File: src/rtl/pwm_acc_pkg.sv
package pwm_acc_pkg;
  localparam int EN_BIT    = 31;
  localparam int UPD_BIT   = 30;
  localparam int BU_LSB    = 8;
  localparam int DIV_W     = 8;
  localparam int BU_MAX_W  = 22;
endpackage

File: src/rtl/pwm_acc_cfg.sv
module pwm_acc_cfg
  import pwm_acc_pkg::*;
#(
  parameter int BU_W = 16
) (
  input  logic                  clk,
  input  logic                  rst,
  input  logic                  wr_en,
  input  logic [31:0]           wr_data,
  input  logic                  wrap_i,
  output logic                  en_o,
  output logic [BU_W-1:0]       act_bu_o,
  output logic [DIV_W-1:0]      act_div_o,
  output logic [31:0]           rd_data_o
);
  localparam int PAD = BU_MAX_W - BU_W;

  logic              en_q, pend_q;
  logic [BU_W-1:0]   sh_bu_q, act_bu_q;
  logic [DIV_W-1:0]  sh_div_q, act_div_q;
  logic              commit;

  assign commit = pend_q && (!en_q || wrap_i);

  always_ff @(posedge clk) begin
    if (rst) begin
      en_q      <= 1'b0;
      pend_q    <= 1'b0;
      sh_bu_q   <= '0;
      sh_div_q  <= '0;
      act_bu_q  <= '0;
      act_div_q <= '0;
    end else begin
      if (wr_en) begin
        en_q     <= wr_data[EN_BIT];
        sh_bu_q  <= wr_data[BU_LSB +: BU_W];
        sh_div_q <= wr_data[DIV_W-1:0];
      end
      if (commit) begin
        act_bu_q  <= sh_bu_q;
        act_div_q <= sh_div_q;
      end
      if (wr_en && wr_data[UPD_BIT])
        pend_q <= 1'b1;
      else if (commit)
        pend_q <= 1'b0;
    end
  end

  generate
    if (PAD > 0) begin : g_pad
      logic unused_hi;
      assign unused_hi = ^wr_data[UPD_BIT-1:BU_LSB+BU_W];
      assign rd_data_o = {en_q, pend_q, {PAD{1'b0}}, sh_bu_q, sh_div_q};
    end else begin : g_full
      assign rd_data_o = {en_q, pend_q, sh_bu_q, sh_div_q};
    end
  endgenerate

  assign en_o      = en_q;
  assign act_bu_o  = act_bu_q;
  assign act_div_o = act_div_q;

  // an update request is visible on the next clock
  p_upd_set_r1: assert property (@(posedge clk) disable iff (rst)
    wr_en && wr_data[UPD_BIT] |=> rd_data_o[UPD_BIT]);

  // a stopped generator commits on the next clock
  p_idle_commit_r5: assert property (@(posedge clk) disable iff (rst)
    pend_q && !en_q && !(wr_en && wr_data[UPD_BIT]) |=> !pend_q);

  // with nothing pending the running settings hold
  p_shadow_hold_r4: assert property (@(posedge clk) disable iff (rst)
    !pend_q |=> $stable(act_bu_q) && $stable(act_div_q));
endmodule

File: src/rtl/pwm_acc_core.sv
module pwm_acc_core #(
  parameter int W = 16
) (
  input  logic         clk,
  input  logic         rst,
  input  logic         en_i,
  input  logic [W-1:0] step_i,
  output logic [W-1:0] acc_o,
  output logic         wrap_o
);
  logic [W-1:0] acc_q;
  logic [W:0]   sum;

  assign sum    = {1'b0, acc_q} + {1'b0, step_i};
  assign wrap_o = en_i && sum[W];

  always_ff @(posedge clk) begin
    if (rst)        acc_q <= '0;
    else if (en_i)  acc_q <= sum[W-1:0];
    else            acc_q <= '0;
  end

  assign acc_o = acc_q;

  // after a wrap the phase lands below the step that carried it over
  p_wrap_lands_low_r3: assert property (@(posedge clk) disable iff (rst)
    wrap_o |=> acc_q < $past(step_i));
endmodule

File: src/rtl/pwm_acc_duty.sv
module pwm_acc_duty #(
  parameter int DW = 8
) (
  input  logic          clk,
  input  logic          rst,
  input  logic          en_i,
  input  logic [DW-1:0] phase_hi_i,
  input  logic [DW-1:0] div_i,
  output logic          pwm_o
);
  logic pwm_q;

  always_ff @(posedge clk) begin
    if (rst) pwm_q <= 1'b0;
    else     pwm_q <= en_i && (phase_hi_i >= div_i);
  end

  assign pwm_o = pwm_q;
endmodule

File: src/rtl/pwm_accum_gen.sv
module pwm_accum_gen
  import pwm_acc_pkg::*;
#(
  parameter int BU_W = 16
) (
  input  logic        clk,
  input  logic        rst,
  input  logic        wr_en,
  input  logic [31:0] wr_data,
  output logic [31:0] rd_data,
  output logic        pwm_out
);
  logic              en;
  logic              wrap;
  logic [BU_W-1:0]   act_bu;
  logic [DIV_W-1:0]  act_div;
  logic [BU_W-1:0]   acc;

  pwm_acc_cfg #(.BU_W(BU_W)) u_cfg (
    .clk(clk), .rst(rst), .wr_en(wr_en), .wr_data(wr_data),
    .wrap_i(wrap), .en_o(en), .act_bu_o(act_bu), .act_div_o(act_div),
    .rd_data_o(rd_data)
  );

  pwm_acc_core #(.W(BU_W)) u_core (
    .clk(clk), .rst(rst), .en_i(en), .step_i(act_bu),
    .acc_o(acc), .wrap_o(wrap)
  );

  pwm_acc_duty #(.DW(DIV_W)) u_duty (
    .clk(clk), .rst(rst), .en_i(en), .phase_hi_i(acc[BU_W-1 -: DIV_W]),
    .div_i(act_div), .pwm_o(pwm_out)
  );

  // two stopped clocks keep the pin low
  p_idle_low_r6: assert property (@(posedge clk) disable iff (rst)
    !en && $past(!en) |-> !pwm_out);

  // divisor zero means high on every enabled cycle
  p_full_on_r2: assert property (@(posedge clk) disable iff (rst)
    $past(en) && ($past(act_div) == '0) |-> pwm_out);
endmodule

File: config.mk
export PLATFORM = sky130hd
export DESIGN_NAME = pwm_accum_gen
export DESIGN_NICKNAME = d
export VERILOG_FILES = /design/src/rtl/pwm_acc_pkg.sv /design/src/rtl/pwm_acc_cfg.sv /design/src/rtl/pwm_acc_core.sv /design/src/rtl/pwm_acc_duty.sv /design/src/rtl/pwm_accum_gen.sv
export SDC_FILE = /design/constraint.sdc
export NUM_CORES = 1
export LEC_CHECK = 0
export BUFFER_PORTS_ARGS = -buffer_cell sky130_fd_sc_hd__buf_2
export CAP_MARGIN = 10
export CORE_UTILIZATION = 29
export DETAILED_ROUTE_END_ITERATION = 8
export HOLD_SLACK_MARGIN = 0.02
export SLEW_MARGIN = 20
export SYNTH_ARGS = -nofsm -noshare
export SYNTH_HDL_FRONTEND = slang
export SYNTH_SLANG_ARGS = --single-unit
File: constraint.sdc
create_clock -name clk -period 2.6 [get_ports clk]
set_input_delay 0.26 -clock clk [delete_from_list [all_inputs] [get_ports clk]]
set_output_delay 0.26 -clock clk [all_outputs]
set_load 0.01 [all_outputs]
**Word-level counts from Yosys, hierarchy flattened**

Cells that the tools add are included.

- Bits in registers: 67
- Input bits: 35
- Output and inout port bits: 33

- Add/subtract/negate cells: 1
- Order comparisons: 1
- Muxes and demuxes: 2
- Bitwise gates (word level): 1
- Reductions and logical operators: 8

Operators by type and width:

| cell | count |
|---|---|
| $add 16x16->17 | 1 |
| $ge 8x8->1 | 1 |
| $logic_and 1x1->1 | 4 |
| $mux 1 | 2 |
| $reduce_bool 2->1 | 1 |
| $reduce_or 2->1 | 1 |
| $logic_not 1->1 | 1 |
| $logic_or 1x1->1 | 1 |
| $not 1->1 | 1 |

**Depth between registers and ports, before layout**

- Depth in word-level cells: 6
- Depth in mapped cells: 9
- Gate-level depth less buffers: 7

**Hierarchy**

From an unflattened synthesis, not the netlist that was laid out.

- Cell total of the unflattened synthesis: 378
- Area, all modules: 3,622.2 µm²

By module, submodules not included:

| module | times used | cells each | area each (µm²) | seq. area each (µm²) |
|---|---|---|---|---|
| pwm_acc_cfg | 1 | 199 | 2,095.8 | 1,001.0 |
| pwm_acc_core | 1 | 150 | 1,302.5 | 320.3 |
| pwm_acc_duty | 1 | 29 | 224.0 | 20.0 |

**Worst setup path after synthesis**

Ideal clock, no wire load.

- Path kind: reg-to-reg
- Start point: register u_cfg.act_bu_q[0] (netlist: u_cfg.act_bu_o[0])
- End point: register u_cfg.act_div_q[1] (netlist: u_cfg.act_div_o[1])
- Arrival time: 2,035 ps
- Data required time: 2,466 ps
- Path slack: 430 ps
- Cell stages (with the launch flop): 10
- Buffers on the path: 2
- Cells stage by stage: dfxtp_1 ha_1 fa_1 a211oi_1 o21ai_2 and2_4 buf_8 buf_12 a21oi_2 o311ai_1

- Longest elaborated chain between the ends: 4

RTL lines:

| what | line | RTL |
|---|---|---|
| from (decl) | pwm_acc_cfg.sv:19 | `logic [BU_W-1:0] sh_bu_q, act_bu_q;` |
| from (signal assigned) | pwm_acc_cfg.sv:40 | `act_bu_q <= sh_bu_q;` |
| $add 16x16->17 | pwm_acc_core.sv:14 | `assign sum = {1'b0, acc_q} + {1'b0, step_i};` |
| $logic_and 1x1->1 | pwm_acc_core.sv:15 | `assign wrap_o = en_i && sum[W];` |
| $logic_or 1x1->1 | pwm_acc_cfg.sv:23 | `assign commit = pend_q && (!en_q \|\| wrap_i);` |
| $logic_and 1x1->1 | pwm_acc_cfg.sv:23 |  |
| to (signal assigned) | pwm_acc_cfg.sv:41 | `act_div_q <= sh_div_q;` |
| to (decl) | pwm_acc_cfg.sv:20 | `logic [DIV_W-1:0] sh_div_q, act_div_q;` |

Every way passes these cells.
A chain may end at the register's enable or synchronous reset.

**Worst setup path after layout**

- Start point: register u_cfg.act_bu_q[0] (netlist: u_cfg.act_bu_o[0])
- End point: register u_cfg.act_bu_q[9] (netlist: u_cfg.act_bu_o[9])

- Longest elaborated chain between the ends: 4

RTL lines:

| what | line |
|---|---|
| $add 16x16->17 | pwm_acc_core.sv:14 |
| $logic_and 1x1->1 | pwm_acc_core.sv:15 |
| $logic_or 1x1->1 | pwm_acc_cfg.sv:23 |
| $logic_and 1x1->1 | pwm_acc_cfg.sv:23 |

Every way passes these cells.

==> impl_metrics.toml <==
[drt]
vias = 3476
remaining_drc_errors = 0
ant_nets = 0
drt_iter0_drc = 139
totalWireLength_um = 9256
post_drt_wl_per_cell_um = 13.57
viasPerCell = 5.097
drtPass1Iterations = 5

[die]
ios = 68
die_h_um = 122.5
die_area_mm2 = 0.01500
core_mm2 = 0.01404
rows = 43
die_w_um = 122.5
start_util_pct = 29.98

[clock_network]
post_cts_buffers = 0
clock_latency_ns = 0.33
root_buffer = "clkbuf_16"
htree_num_levels = 3
cts_resized = 0
cts.clk_slew.worst_paths_ns = 0.06
cts_buffer_depth = 2
numCtsBuffers = 9
cts_sinks = 67
cts_tree = "yes"
hold_buffers = 0

[timing]
skew_ns = 0.005765
max_freq_mhz = 446.3
final.setup.tns_ns = 0
slew_violations = 0
rsz0062_at_grt = "no"
worstMarginPinSlew_ns = 0.7452
period_share_pct = 86.17
hold_viol = 0
slew_headroom_pct = 50.32
fin_crit_ns = 2.240
setup_viol = 0

[setup_path]
max_stage_delay_ns = 0.42
critical_path.max_fanout = 24
cp_num_buf_inv = 1
r2r_slack_ns = 0.36
required_ns = 2.80
setup.worst_path.class = "register to register"
worst_setup_path_start_kind = "register"
end_kind = "register"
critical-path-slowest-cell = "fa_1"
crit_chain = "ha_1, fa_1, a211oi_1, buf_4, o21ai_2, and2_4, a21oi_1, o311ai_1"
arrival_ns = 2.44
crit_family = "adder cells"

[placed_design]
dp_hpwl_um = 6552
dp_cells = 667
placed_area_mm2 = 0.004412
place.gp.congestion = 0.8295
portBuffers = 55

[run_status]
outcome = "completed"

[global_route]
antenna_found_initial = 0
grt_overflow = 0
grt_pass1_vias = 3157
grt_pass1_wl_um = 15610
track_usage_pct = 13.20
grt_max_degree = 51

[flow_run]
cap_violations = 0

[layout]
stdcell_area_mm2 = 0.004691
syn_to_final_growth_pct = 11.41
antennaDiodeCount = 0
seq_area_mm2 = 0.001341
finish.net_count = 558
multi_input_area_mm2 = 0.002441
stdcell_count = 682
drive_above_1_share_pct = 21.71
fillCellCount = 1438

[yosys]
synth.avg_cell_area_um2 = 9.093
async_reset_ff_share_pct = 0
netlist_area_mm2 = 0.004210
yosysWarnings = 0
synth_edf_count = 0
ys_ff_latch = 67
ys.flop_type = "dfxtp_1"
yosysSeqAreaShare_pct = 31.86
ys_types = 61
synth_cells = 463

[power]
vdd_ir_drop_max_mv = 0.3993
power_density_mw_per_mm2 = 521.8
power_leakage_nw = 1.879

[worst_hold_path]
hold_class = "input port to register"
final timing paths:
path                                   startpoint           endpoint  depth (start not counted)
worst min register to register   u_cfg.sh_bu_q[4]   u_cfg.sh_bu_q[4]                          2
worst min-delay path                  wr_data[30]       u_cfg.pend_q                          3
worst max-delay path            u_cfg.act_bu_o[0]  u_cfg.act_bu_o[9]                          8
worst max register to register  u_cfg.act_bu_o[0]  u_cfg.act_bu_o[9]                          8
routing by layer:
layer | vias up | global-route usage [%] | wire length, um
met1 | 1624 | 17.99 | 4569
li1 | 1754 | - | -
met4 | 0 | 5.107 | 160
met3 | 10 | 2.323 | 345
met2 | 88 | 20.54 | 4180
met5 | - | 0 | 0
power by group:
group          total, mW  internal, mW  switching [mW]
clock               1.14         0.690           0.452
sequential          1.09          1.06          0.0256
combinational      0.220        0.0893           0.130
total               2.45          1.84           0.608
synth_stat cells (6+ instances only):
master / n / share of area [%]
a21oi_1: 20 / 2.4
a21oi_2: 21 / 4.4
buf_4: 9 / 1.6
buf_6: 8 / 2.1
clkbuf_1: 6 / 0.53
clkbuf_8: 7 / 2.3
dfxtp_1: 67 / 32
ha_1: 24 / 7.1
inv_1: 11 / 0.98
mux2i_1: 28 / 6.7
nand2_1: 34 / 3.0
nand2b_1: 6 / 0.89
nand3_1: 8 / 0.95
nand4b_1: 24 / 5.0
nor2_1: 60 / 5.3
nor3_1: 11 / 1.3
nor3b_1: 18 / 3.2
o21ai_0: 8 / 0.95
o311ai_1: 24 / 5.0
area by class of cell:
cell class              count  area share [%]
clock buffers              11           5.388
clock inverters             4          0.5601
inverters                  11          0.8802
multi-input cells         346           52.04
flip-flops and latches     67           28.59
well taps                 180           4.801
repair buffers             63           7.735
worst reg2reg max path, cell delays in order, from the launching register on:
cell and delay (ns):
dfxtp_1 0.34, ha_1 0.23, fa_1 0.42, a211oi_1 0.24, buf_4 0.16, o21ai_2 0.11, and2_4 0.30, a21oi_1 0.21
o311ai_1 0.10
stage by stage:
stage | worst slack (ns) | power (mW) | hold slack [ns] | utilization, %
3_5_place_dp | 0.3900 | 1.329 | 0.4896 | 31.42
3_3_place_gp | 0.4019 | 1.322 | 0.4880 | 31.42
6_report | 0.3595 | 2.447 | 0.1538 | 33.40
5_1_grt | 0.2161 | 2.550 | 0.1738 | 33.40
4_1_cts | 0.3667 | 2.471 | 0.1489 | 33.40
2_1_floorplan | 0.4304 | 1.280 | 0.3925 | -
cell families (layout without fill, tap and decap cells):
family / Yosys count / after routing / synth area share [%]
and+or+nand+nor: 177 / 177 / 22.35
AOI/OAI and AO/OA: 106 / 106 / 19.82
DFF: 67 / 67 / 31.86
buffers and inverters: 55 / 89 / 10.79
muxes: 28 / 28 / 6.657
adders and majority gates: 25 / 25 / 7.608
xor gates and xnor gates: 4 / 4 / 0.8322
other: 1 / 6 / 0.08907
cells in the final DEF (no fill, tap or decap), types with 4 or more instances in the layout:
master,synthesis,routed
a211oi_1,4,4
a21o_1,5,5
a21oi_1,20,20
a21oi_2,21,21
buf_2,5,54
buf_4,9,7
clkbuf_16,0,9
conb_1,1,6
dfxtp_1,67,67
ha_1,24,24
inv_1,11,11
mux2i_1,28,28
nand2_1,34,34
nand2b_1,6,6
nand3_1,8,8
nand4b_1,24,24
nor2_1,60,60
nor3_1,11,11
nor3b_1,18,18
o21ai_0,8,8
o311ai_1,24,24
state kept, by name (all words and copies together), names as in the netlist:
signal / cells
u_core.acc_o: 16
u_cfg.en_o: 1
u_cfg.sh_bu_q: 16
u_cfg.act_bu_o: 16
u_cfg.pend_q: 1
u_cfg.sh_div_q: 8
u_cfg.act_div_o: 8
u_duty.pwm_o: 1
(Power assumes the default switching activity.)
